<file path="src/rtl/sdf_pkg.sv">
`timescale 1ns/1ps
package sdf_pkg;
    // Frame sequencing states of the formatter
    typedef enum logic [1:0] {
        ST_HUNT  = 2'd0,
        ST_WAIT  = 2'd1,
        ST_SHIFT = 2'd2,
        ST_LATCH = 2'd3
    } seq_state_e;

    localparam int NUM_CH = 2;
endpackage

</file>
<file path="src/rtl/sdf_slot_delay.sv">
`timescale 1ns/1ps
// Serial delay line one channel slot long; tap chosen by the framing select.
module sdf_slot_delay #(
    parameter int SLOT_LONG  = 32,
    parameter int SLOT_SHORT = 24
) (
    input  logic clk,
    input  logic rst_n,
    input  logic din,
    input  logic short_sel,
    output logic tap
);
    logic [SLOT_LONG-1:0] stage;

    // stage[j] holds the input sampled j+1 edges ago (after the update)
    genvar g;
    generate
        for (g = 0; g < SLOT_LONG; g++) begin : g_stage
            if (g == 0) begin : g_head
                always_ff @(posedge clk or negedge rst_n) begin
                    if (!rst_n) stage[g] <= 1'b0;
                    else        stage[g] <= din;
                end
            end else begin : g_body
                always_ff @(posedge clk or negedge rst_n) begin
                    if (!rst_n) stage[g] <= 1'b0;
                    else        stage[g] <= stage[g-1];
                end
            end
        end

        if (SLOT_SHORT < SLOT_LONG) begin : g_two_taps
            assign tap = short_sel ? stage[SLOT_SHORT-1] : stage[SLOT_LONG-1];
        end else begin : g_one_tap
            logic unused_sel;
            assign unused_sel = short_sel;
            assign tap = stage[SLOT_LONG-1];
        end
    endgenerate
endmodule

</file>
<file path="src/rtl/sdf_sequencer.sv">
`timescale 1ns/1ps
// Frame state machine: finds the right-slot start, opens a 16-bit window,
// then issues one latch cycle.
module sdf_sequencer
    import sdf_pkg::*;
#(
    parameter int WORD_BITS = 16
) (
    input  logic clk,
    input  logic rst_n,
    input  logic ws,
    output logic load,
    output logic win_q,
    output logic le_q
);
    localparam int CW = (WORD_BITS > 1) ? $clog2(WORD_BITS) : 1;
    localparam logic [CW-1:0] LAST_BIT = CW'(WORD_BITS - 1);

    seq_state_e     state, state_nx;
    logic           ws_d;
    logic [CW-1:0]  bit_cnt;
    logic           ws_rise, ws_fall;

    // ws_d resets high so that a stream starting low counts as a left-slot start
    always_ff @(posedge clk or negedge rst_n) begin
        if (!rst_n) ws_d <= 1'b1;
        else        ws_d <= ws;
    end

    assign ws_rise = ws & ~ws_d;
    assign ws_fall = ~ws & ws_d;

    // State register
    always_ff @(posedge clk or negedge rst_n) begin
        if (!rst_n) state <= ST_HUNT;
        else        state <= state_nx;
    end

    // Transitions
    always_comb begin
        state_nx = state;
        unique case (state)
            ST_HUNT:  if (ws_fall)              state_nx = ST_WAIT;
            ST_WAIT:  if (ws_rise)              state_nx = ST_SHIFT;
            ST_SHIFT: if (bit_cnt == LAST_BIT)  state_nx = ST_LATCH;
            ST_LATCH:                           state_nx = ST_WAIT;
        endcase
    end

    // Bit position inside the window
    always_ff @(posedge clk or negedge rst_n) begin
        if (!rst_n)                 bit_cnt <= '0;
        else if (state != ST_SHIFT) bit_cnt <= '0;
        else                        bit_cnt <= bit_cnt + 1'b1;
    end

    // Outputs: load is used at the same edge, window and strobe are registered
    assign load = (state == ST_SHIFT);

    always_ff @(posedge clk or negedge rst_n) begin
        if (!rst_n) begin
            win_q <= 1'b0;
            le_q  <= 1'b0;
        end else begin
            win_q <= (state == ST_SHIFT);
            le_q  <= (state == ST_LATCH);
        end
    end
endmodule

</file>
<file path="src/rtl/sdf_output_stage.sv">
`timescale 1ns/1ps
// Registered data lines for both channels with mute and complement lines.
module sdf_output_stage
    import sdf_pkg::*;
(
    input  logic              clk,
    input  logic              rst_n,
    input  logic              load,
    input  logic              diff_en,
    input  logic              mute,
    input  logic [NUM_CH-1:0] bit_in,
    output logic [NUM_CH-1:0] pos_q,
    output logic [NUM_CH-1:0] neg_q
);
    genvar ch;
    generate
        for (ch = 0; ch < NUM_CH; ch++) begin : g_ch
            always_ff @(posedge clk or negedge rst_n) begin
                if (!rst_n) begin
                    pos_q[ch] <= 1'b0;
                    neg_q[ch] <= 1'b0;
                end else if (load && !mute) begin
                    pos_q[ch] <= bit_in[ch];
                    neg_q[ch] <= diff_en & ~bit_in[ch];
                end else begin
                    pos_q[ch] <= 1'b0;
                    neg_q[ch] <= 1'b0;
                end
            end
        end
    endgenerate
endmodule

</file>
<file path="src/rtl/sdf_clock_gate.sv">
`timescale 1ns/1ps
// Gated DAC clock: the enable changes just after a rising bclk edge, while
// the inverted clock is already low, so no partial pulse can appear.
module sdf_clock_gate (
    input  logic clk,
    input  logic en_q,
    output logic gclk
);
    assign gclk = en_q & ~clk;
endmodule

</file>
<file path="src/rtl/simul_dac_formatter.sv">
`timescale 1ns/1ps
module simul_dac_formatter
    import sdf_pkg::*;
#(
    parameter int WORD_BITS  = 16,
    parameter int SLOT_LONG  = 32,
    parameter int SLOT_SHORT = 24
) (
    input  logic bclk,
    input  logic rst_n,
    input  logic ws,
    input  logic sdata,
    input  logic fs48_sel,
    input  logic diff_en,
    input  logic mute,
    output logic dac_clk,
    output logic data_l_p,
    output logic data_l_n,
    output logic data_r_p,
    output logic data_r_n,
    output logic latch_en
);
    logic              load;
    logic              dac_en;
    logic              left_tap;
    logic [NUM_CH-1:0] bits;
    logic [NUM_CH-1:0] pos;
    logic [NUM_CH-1:0] neg;

    sdf_slot_delay #(
        .SLOT_LONG (SLOT_LONG),
        .SLOT_SHORT(SLOT_SHORT)
    ) u_delay (
        .clk      (bclk),
        .rst_n    (rst_n),
        .din      (sdata),
        .short_sel(fs48_sel),
        .tap      (left_tap)
    );

    sdf_sequencer #(
        .WORD_BITS(WORD_BITS)
    ) u_seq (
        .clk  (bclk),
        .rst_n(rst_n),
        .ws   (ws),
        .load (load),
        .win_q(dac_en),
        .le_q (latch_en)
    );

    // channel 0 = left (delayed), channel 1 = right (live)
    assign bits = {sdata, left_tap};

    sdf_output_stage u_out (
        .clk    (bclk),
        .rst_n  (rst_n),
        .load   (load),
        .diff_en(diff_en),
        .mute   (mute),
        .bit_in (bits),
        .pos_q  (pos),
        .neg_q  (neg)
    );

    sdf_clock_gate u_gate (
        .clk (bclk),
        .en_q(dac_en),
        .gclk(dac_clk)
    );

    assign data_l_p = pos[0];
    assign data_l_n = neg[0];
    assign data_r_p = pos[1];
    assign data_r_n = neg[1];
endmodule

</file>
<file path="config.mk">
export PLATFORM = sky130hd
export DESIGN_NAME = simul_dac_formatter
export DESIGN_NICKNAME = d
export VERILOG_FILES = /design/src/rtl/sdf_pkg.sv /design/src/rtl/sdf_slot_delay.sv /design/src/rtl/sdf_sequencer.sv /design/src/rtl/sdf_output_stage.sv /design/src/rtl/sdf_clock_gate.sv /design/src/rtl/simul_dac_formatter.sv
export SDC_FILE = /design/constraint.sdc
export NUM_CORES = 1
export LEC_CHECK = 0
export ABC_AREA = 1
export BUFFER_PORTS_ARGS = -buffer_cell sky130_fd_sc_hd__buf_2
export CELL_PAD_IN_SITES_DETAIL_PLACEMENT = 1
export CELL_PAD_IN_SITES_GLOBAL_PLACEMENT = 1
export CORE_ASPECT_RATIO = 0.75
export CORE_MARGIN = 2
export CORE_UTILIZATION = 46
export CTS_CLUSTER_SIZE = 14
export DETAILED_ROUTE_END_ITERATION = 8
export PLACE_DENSITY = 0.84
export SLEW_MARGIN = 20
export SYNTH_ARGS = -nofsm -noshare
export SYNTH_HDL_FRONTEND = slang
export SYNTH_SLANG_ARGS = --single-unit
</file>
<file path="constraint.sdc">
create_clock -name bclk -period 1.3 [get_ports bclk]
set_input_delay 0.13 -clock bclk [delete_from_list [all_inputs] [get_ports bclk]]
set_output_delay 0.13 -clock bclk [all_outputs]
set_load 0.01 [all_outputs]
</file>
==> impl_summary.md, run 1 <==
Cells and area
The library cells used most frequently in the layout, excluding fill and tap cells, are 44 x sky130_fd_sc_hd__dfrtp_1, 12 x sky130_fd_sc_hd__buf_2, 11 x sky130_fd_sc_hd__nand2_1, 8 x sky130_fd_sc_hd__inv_1, 8 x sky130_fd_sc_hd__clkbuf_8. The multi-input combinational cells in the finished layout cover a total of 218 µm². The area growth from synthesis to layout is 27.3%. The number of antenna diodes in the final layout is 0. The sequential cell area in the final layout is between 1000 and 1500 µm². The number of nets in the layout is 134. Fill cells in the final layout number just under 300. The most common cell after layout, fill and taps aside is sky130_fd_sc_hd__dfrtp_1.

The share of post-route cells with drive strength above 1 is 27.0%. Cells fill between 60 and 70% of the core in the end.

Setup path
STA puts the critical path data required time at 1.17 ns. The capture point of the worst path is dac_clk. STA classifies the critical path startpoint as a clock port.

The maximum net fanout on the critical path is 2. The capturing point of the worst reg2reg path is u_out.neg_q[0]$_DFF_PN0_. STA puts the critical path data arrival time at around 1.1 ns. The startpoint identified for the worst register-to-register timing path is u_seq.state[0]$_DFFE_PN0P_.

The kind of end point of the critical path is an output port. The setup slack on the worst flop-to-flop path is 0.08 ns. The critical path is of the clk -> out type.

The critical path starts at bclk. Counting cells, the worst reg-to-reg path comes to 5.

Clock network
The later pin in the worst-skew pair is clocked with a latency of 0.40 ns. The register clock-pin slew on the reported worst setup and hold paths is 0.08 ns. TritonCTS built the clock tree. Buffers added to address setup during post-CTS repair amount to 0.

STA
Subtracting the final worst setup slack from the clock period gives 1.22 ns. The hold violation total from the final report is 0. Setup repair after global routing left no endpoint under its margin. The number of pins exceeding their max-slew limit in the final report is 0.

After routing, the total negative slack on setup checks comes to 0 ns. Derived from the worst setup path, the maximum achievable clock frequency is slightly above 0.8 GHz. The worst-case clock skew is 0.00571 ns. The minimum setup slack in the final design is 0.0751 ns.

Measured against its own limit, the worst slew margin works out to 74.0%. After layout, the worst path uses 94.2% of the clock period. Setup violations remaining at the end of the flow were counted as 0. For the pin with the worst max-slew slack, the measured transition is 0.386 ns.

Synth
The portion of synthesized area spent on multiplexers is 0%. The synthesized netlist contains 13 unique library cells. The synthesized design contains 45 register bits. During synthesis, Yosys emitted a total of 0 warnings. The adder and majority gate portion of the synthesized area is 5.46%.

The number of standard cells after synthesis is 91. The post-synthesis xor/xnor area fraction is less than 1%. By area, the combinational part of the netlist is dominated by simple AND/OR/NAND/NOR gates. The share of the synthesized area in compound gates (AO/OA/AOI/OAI) is between 1 and 1.5%. Counting every net in the synthesized netlist gives 104. The portion of the post-synthesis area used by sequential elements is 82.0%.

Dividing the synthesized area by the synthesized cell count gives 15.1 µm². The fraction of the mapped netlist area in simple logic gates is 8.10%. Summing every instance area after synthesis gives between 1000 and 1500 µm².

GRT
Entering global routing, the biggest net connects 21 pins. The routing usage on met3 is between 6 and 7%. The first global-routing pass estimated 4010 µm of wire. The number of global-route vias before repair is 863. Summed over all layers, the global routing overflow is 0. For this run, the total global-route usage over all layers was measured as a little under a fifth. Global routing used 29.5% of the available met2 tracks.

The most congested layer reported by global routing is met2. The met1 usage in global routing is just under 20%. The initial antenna violation count is 0.

Power
The maximum VDD drop is 0.844 mV. The static leakage is 0.886 nW. Power spread over the standard cell area amounts to 2060 nW/µm².

Placed design
The global placement routability congestion is ~0.76. The placed wire-length estimate after detailed placement is 1470 µm. The count of port buffers added during placement is 12. The post-placement setup slack is 0.116 ns.

Floorplan
The number of placement rows is 17. The area of the core is 2890 µm². The die boundary height is 51.4 µm. The initial core utilization is 47.5%. The die outline width is 67.1 µm. The die covers 3450 µm². The number of top-level pins is 13.

Drt
The wire length reported by the detailed router is 2500 µm. The count of TritonRoute iterations in the first routing pass is 4. The via density per instance is ~4.6.

For this block, the via count after detailed routing is between 700 and 800. The remaining antenna violation count after routing is 0. The DRC marker count from the first detailed-route iteration is 12. For this run, design rule violations remaining after detail routing come to 0. The mean routed wirelength per cell is 15.6 µm.

Outcome
The run finished with clean final reports.

Run
The max-cap check violation count is 0.

Worst hold path
The worst hold-check path type is in -> reg.
-- worst max-delay path: stages --
cell and delay [ns]:
sky130_fd_sc_hd__clkbuf_8 0.11, sky130_fd_sc_hd__clkbuf_8 0.12, sky130_fd_sc_hd__nor2_1 0.09, sky130_fd_sc_hd__buf_2 0.13
-- worst min path at each step --
stage	endpoint	slack (ns)	cells past startpoint	start
after floorplan	u_delay.stage[0]$_DFF_PN0_	-0.17	0	rst_n
after global placement	u_delay.stage[17]$_DFF_PN0_	0.05	1	rst_n
after detailed placement	u_delay.stage[15]$_DFF_PN0_	0.06	1	rst_n
after CTS	u_out.pos_q[0]$_DFF_PN0_	0.10	4	fs48_sel
after global routing	u_out.pos_q[0]$_DFF_PN0_	0.15	4	fs48_sel
final	u_out.pos_q[0]$_DFF_PN0_	0.11	4	fs48_sel
-- kinds of logic (layout without fill, tap and decap cells) --
group,after synthesis,count (layout)
DFF,45,45
and+or+nand+nor,26,26
buffers and inverters,10,41
adders and majority gates,6,6
AOI/OAI and AO/OA,3,3
xor gates and xnor gates,1,1
-- flip-flops by register name (all words and copies together) (netlist names) --
name / count
u_out.neg_q: 2
u_seq.le_q: 1
u_seq.state: 2
u_seq.bit_cnt: 4
u_seq.ws_d: 1
u_delay.stage: 32
u_out.pos_q: 2
u_seq.win_q: 1
-- power breakdown --
part / switching, mW / internal (mW) / total (mW)
clock network: 0.503 / 0.970 / 1.47
registers: 0.0773 / 1.55 / 1.62
logic: 0.309 / 0.206 / 0.515
-- stage by stage --
step / cells / hold WS, ns / instance area [µm²] / power [mW]
2_1_floorplan: 91 / -0.166 / 1380 / 1.93
3_3_place_gp: 144 / 0.0486 / 1520 / 2.09
3_5_place_dp: 144 / 0.0599 / 1520 / 2.13
4_1_cts: 160 / 0.102 / 1740 / 3.64
5_1_grt: 160 / 0.146 / 1750 / 3.81
6_report: 160 / 0.111 / 1750 / 3.61
-- synthesized netlist by cell type (all sizes together) --
cell / number / area (µm²)
or2: 1 / 8.76
nand3: 3 / 15.0
ha: 6 / 75.1
o21ai: 2 / 10.0
dfstp: 1 / 26.3
nand2: 13 / 48.8
nor2: 7 / 26.3
xor2: 1 / 8.76
dfrtp: 44 / 1100
a21oi: 1 / 5.00
nand4: 2 / 12.5
inv: 10 / 37.5
-- layer usage --
metal / share of wire, % / wire length, µm / vias up
li1: - / - / 336
met1: 41 / 1030 / 375
met2: 50 / 1250 / 22
met3: 4.8 / 120 / 9
met4: 3.8 / 95 / 0
met5: 0 / 0 / -
-- repair_timing --
| action | 4_1_cts | 5_1_grt |
|---|---|---|
| resized for setup | 0 | 4 |
| hold buffers | 5 | 0 |
| hold endpoints to repair | 48 | 0 |
| endpoints found under the setup margin | 0 | 6 |
-- final cells by class --
class	count	share of cell area, %
Inverter	10	2.14
Timing Repair Buffer	19	8.01
Sequential cell	45	64.4
Tap cell	38	2.72
Clock buffer	9	6.58
Clock inverter	3	3.72
Multi-Input combinational cell	36	12.4
No activity file was read; power rests on OpenSTA's default activity.
==> run 2, diff against run 1 <==
MAX_ROUTING_LAYER = met4   (was unset)
REMOVE_ABC_BUFFERS = 1   (was unset)
==> run 2 against run 1 <==
Compared with the run above:
- clock power hardly changed
- count of clock-buffer cells in the layout stayed put
- core utilization stayed put
- first-iteration DRC count is 8.3% lower
- non-clock buffer count stayed put
- critical path depth stayed put
- register-to-register slack hardly changed
- maximum frequency is 0.17% lower
- sequential power hardly changed
- sequential share of layout area stayed put
- routed wire length is 0.12% higher
- setup slack hardly changed
- critical path type unchanged
- largest power group unchanged
==> impl_summary.md, run 2 (synthesis gave the netlist of run 1 again) <==
Floorplan
The die outline width is 67.1 µm (unchanged). The area of the core is 2890 µm² (unchanged). The die boundary height came to 51.4 µm (unchanged).

The overall die area came to 3450 µm² (unchanged). The number of top-level pins is 13 (unchanged). The number of placement rows is 17 (unchanged).

The initial core utilization is 47.5% (unchanged).

GRT
The residual overflow from global routing is 0 (unchanged). The most congested layer reported by global routing is met2. The initial antenna violation count is 0 (unchanged). The routing usage on met3 came to 6.39% (unchanged). The met1 usage in global routing is 19.5% (unchanged). The overall track demand over capacity in global routing came to 18.8% (+0.51 points). The met2 track demand over resource is 29.5% (unchanged). The number of global-route vias before repair is 863 (unchanged). The maximum number of pins on one net before global-route repair was 21 (unchanged). The wire length of the first global-routing pass was 4000 µm (-0.15%).

Cells and area
The most common cell after layout, fill and taps aside is sky130_fd_sc_hd__dfrtp_1. The number of nets in the layout was 134 (unchanged). The total non-filler cell area in the finished layout is 1750 µm² (unchanged). The largest registers in the layout are u_delay.stage x32, u_seq.bit_cnt x4. The largest register by flop count is u_delay.stage. The synthesis-to-layout area growth was 27.3% (unchanged). The top cell types in the final layout, fill and taps aside, are 44 x sky130_fd_sc_hd__dfrtp_1, 12 x sky130_fd_sc_hd__buf_2, 11 x sky130_fd_sc_hd__nand2_1, 8 x sky130_fd_sc_hd__inv_1, 8 x sky130_fd_sc_hd__clkbuf_8. The non-filler instance count after layout is 160 (unchanged).

The share of post-route cells with drive strength above 1 is 27.0% (unchanged). The flip-flop count of the largest register, all copies and words added is 32 (unchanged). The antenna cell count came to 0 (unchanged).

Clock network
TritonCTS built the clock tree. The insertion delay to the later sink of the worst-skew pair is 0.40 ns (about the same). The post-CTS setup-driven buffer insertion count is 0 (unchanged).

The register clock-pin slew on the reported worst setup and hold paths is 0.08 ns (about the same).

Drt
The count of TritonRoute iterations in the first routing pass was 3 (-1). The remaining antenna violation count after routing is 0 (unchanged). The wire length reported by the detailed router is 2500 µm (+0.12%). The DRC marker count from the first detailed-route iteration is 11 (-1).

The total DRC errors in the routed layout was 0 (unchanged). The via density per instance is 4.61 (-0.67%). The mean routed wirelength per cell is 15.6 µm (+0.12%). The via total after detailed routing is 737 (-0.67%).

Setup path
The cell with the largest stage delay on the worst path is sky130_fd_sc_hd__buf_2. The most numerous cell type found on the critical path is sky130_fd_sc_hd__clkbuf_8. The worst setup path is captured at an output port.

The setup slack on the worst flop-to-flop path is 0.08 ns (about the same). The peak per-stage delay on the critical path came to 0.13 ns (about the same). The arrival time of data at the critical path endpoint is 1.10 ns (about the same). The dominant delay contributor by cell family on the critical path is buffers and inverters. The class of the most critical setup path is clk -> out. The maximum net fanout on the critical path is 2 (unchanged).

The critical path goes through clkbuf_8 -> clkbuf_8 -> nor2_1 -> buf_2. The number of buffers and inverters on the critical path is 3 (unchanged). The element type at the critical path start is a clock port. The required time reported for the critical path endpoint is 1.17 ns (about the same).

STA
Setup repair after global routing left no endpoint under its margin. The final hold slack is 0.111 ns (+0.00000600 ns). The number of pins exceeding their max-slew limit in the final report was 0 (unchanged). The hold violation total from the final report is 0 (unchanged). The post-layout minimum cycle time is 1.23 ns (+0.000231 ns). The final critical-path share of the clock period was 94.2% (about the same). The number of endpoints failing setup at the final stage is 0 (unchanged). The minimum setup slack in the final design is 0.0748 ns (-0.000231 ns).

The measured slew at the worst slew-check pin came to 0.387 ns (+0.00139 ns). The worst-case clock skew is 0.00566 ns (-0.0000480 ns). The sum of negative setup slack is 0 ns (unchanged). The remaining max-slew budget at the tightest pin was 73.9% (-0.094 points). The fmax is 0.821 GHz (-0.17%).

Placed design
The instance count after placement with tap cells included came to 144 (unchanged). The post-placement setup slack came to 0.116 ns (unchanged). The global placement routability congestion is 0.772 (+1.3%). The placed wire-length estimate after detailed placement is 1470 µm (unchanged). The count of port buffers added during placement is 12 (unchanged). The standard cell area after detailed placement came to 1520 µm² (unchanged).

Power
The static leakage is 0.886 nW (unchanged). The maximum VDD drop is 0.845 mV (about the same). The power density normalized to cell area came to 2060 nW/µm² (about the same).

Outcome
The run finished with clean final reports.

Worst hold path
The tightest min-delay check is of the in -> reg type.

Run
The max-cap check violation count is 0 (unchanged).
## run 2: cell counts in the layout (fill, tap and decap cells not counted)
No cell type changed its count.
## run 2: final timing paths
check	from	endpoint	cells after the start
min in group asynchronous	rst_n	u_delay.stage[6]$_DFF_PN0_	2
min reg2reg	u_delay.stage[25]$_DFF_PN0_	u_delay.stage[26]$_DFF_PN0_	0
min	fs48_sel	u_out.pos_q[0]$_DFF_PN0_	4
max in group asynchronous	rst_n	u_delay.stage[25]$_DFF_PN0_	3
max	bclk	dac_clk	4
max reg2reg	u_seq.state[0]$_DFFE_PN0P_	u_out.neg_q[0]$_DFF_PN0_	5
## run 2: power by group
part	internal, mW	switching (mW)	total, mW
combinational	0.206	0.310	0.515
clock	0.970	0.504	1.47
sequential	1.55	0.0775	1.62
total	2.72	0.891	3.61
## run 2: area by class of cell
| cell class | count | area [µm²] |
|---|---|---|
| multi-input combinational | 36 | 218 |
| clock inverter | 3 | 65.1 |
| fill | 293 | 1140 |
| sequential | 45 | 1130 |
| clock buffer | 9 | 115 |
| inverter | 10 | 37.5 |
| tap | 38 | 47.5 |
| timing repair buffer | 19 | 140 |
## run 2: per-stage QoR
step | total power, mW | utilization [%]
2_1_floorplan | 1.93 | -
3_3_place_gp | 2.09 | 52.5
3_5_place_dp | 2.13 | 52.5
4_1_cts | 3.64 | 60.3
5_1_grt | 3.81 | 60.5
6_report | 3.61 | 60.5
## run 2: worst register-to-register path: cells and delay by family, from the launching register on
kind	cells	cell delay [ns]
adder cells (fa/ha/maj)	1	0.24
buffers and inverters	2	0.16
flip-flops	1	0.40
AND/OR/NAND/NOR	2	0.37
## run 2: what timing repair did
action | CTS | global route
setup endpoints to repair | 0 | 6
endpoints found under the hold margin | 48 | 0
hold buffers | 5 | 0
gates resized for setup | 0 | 4
## run 2: routing by layer
layer	wire length, µm	vias up
met2	1250	17
li1	-	336
met4	100	0
met1	1040	375
met5	0	-
met3	104	9
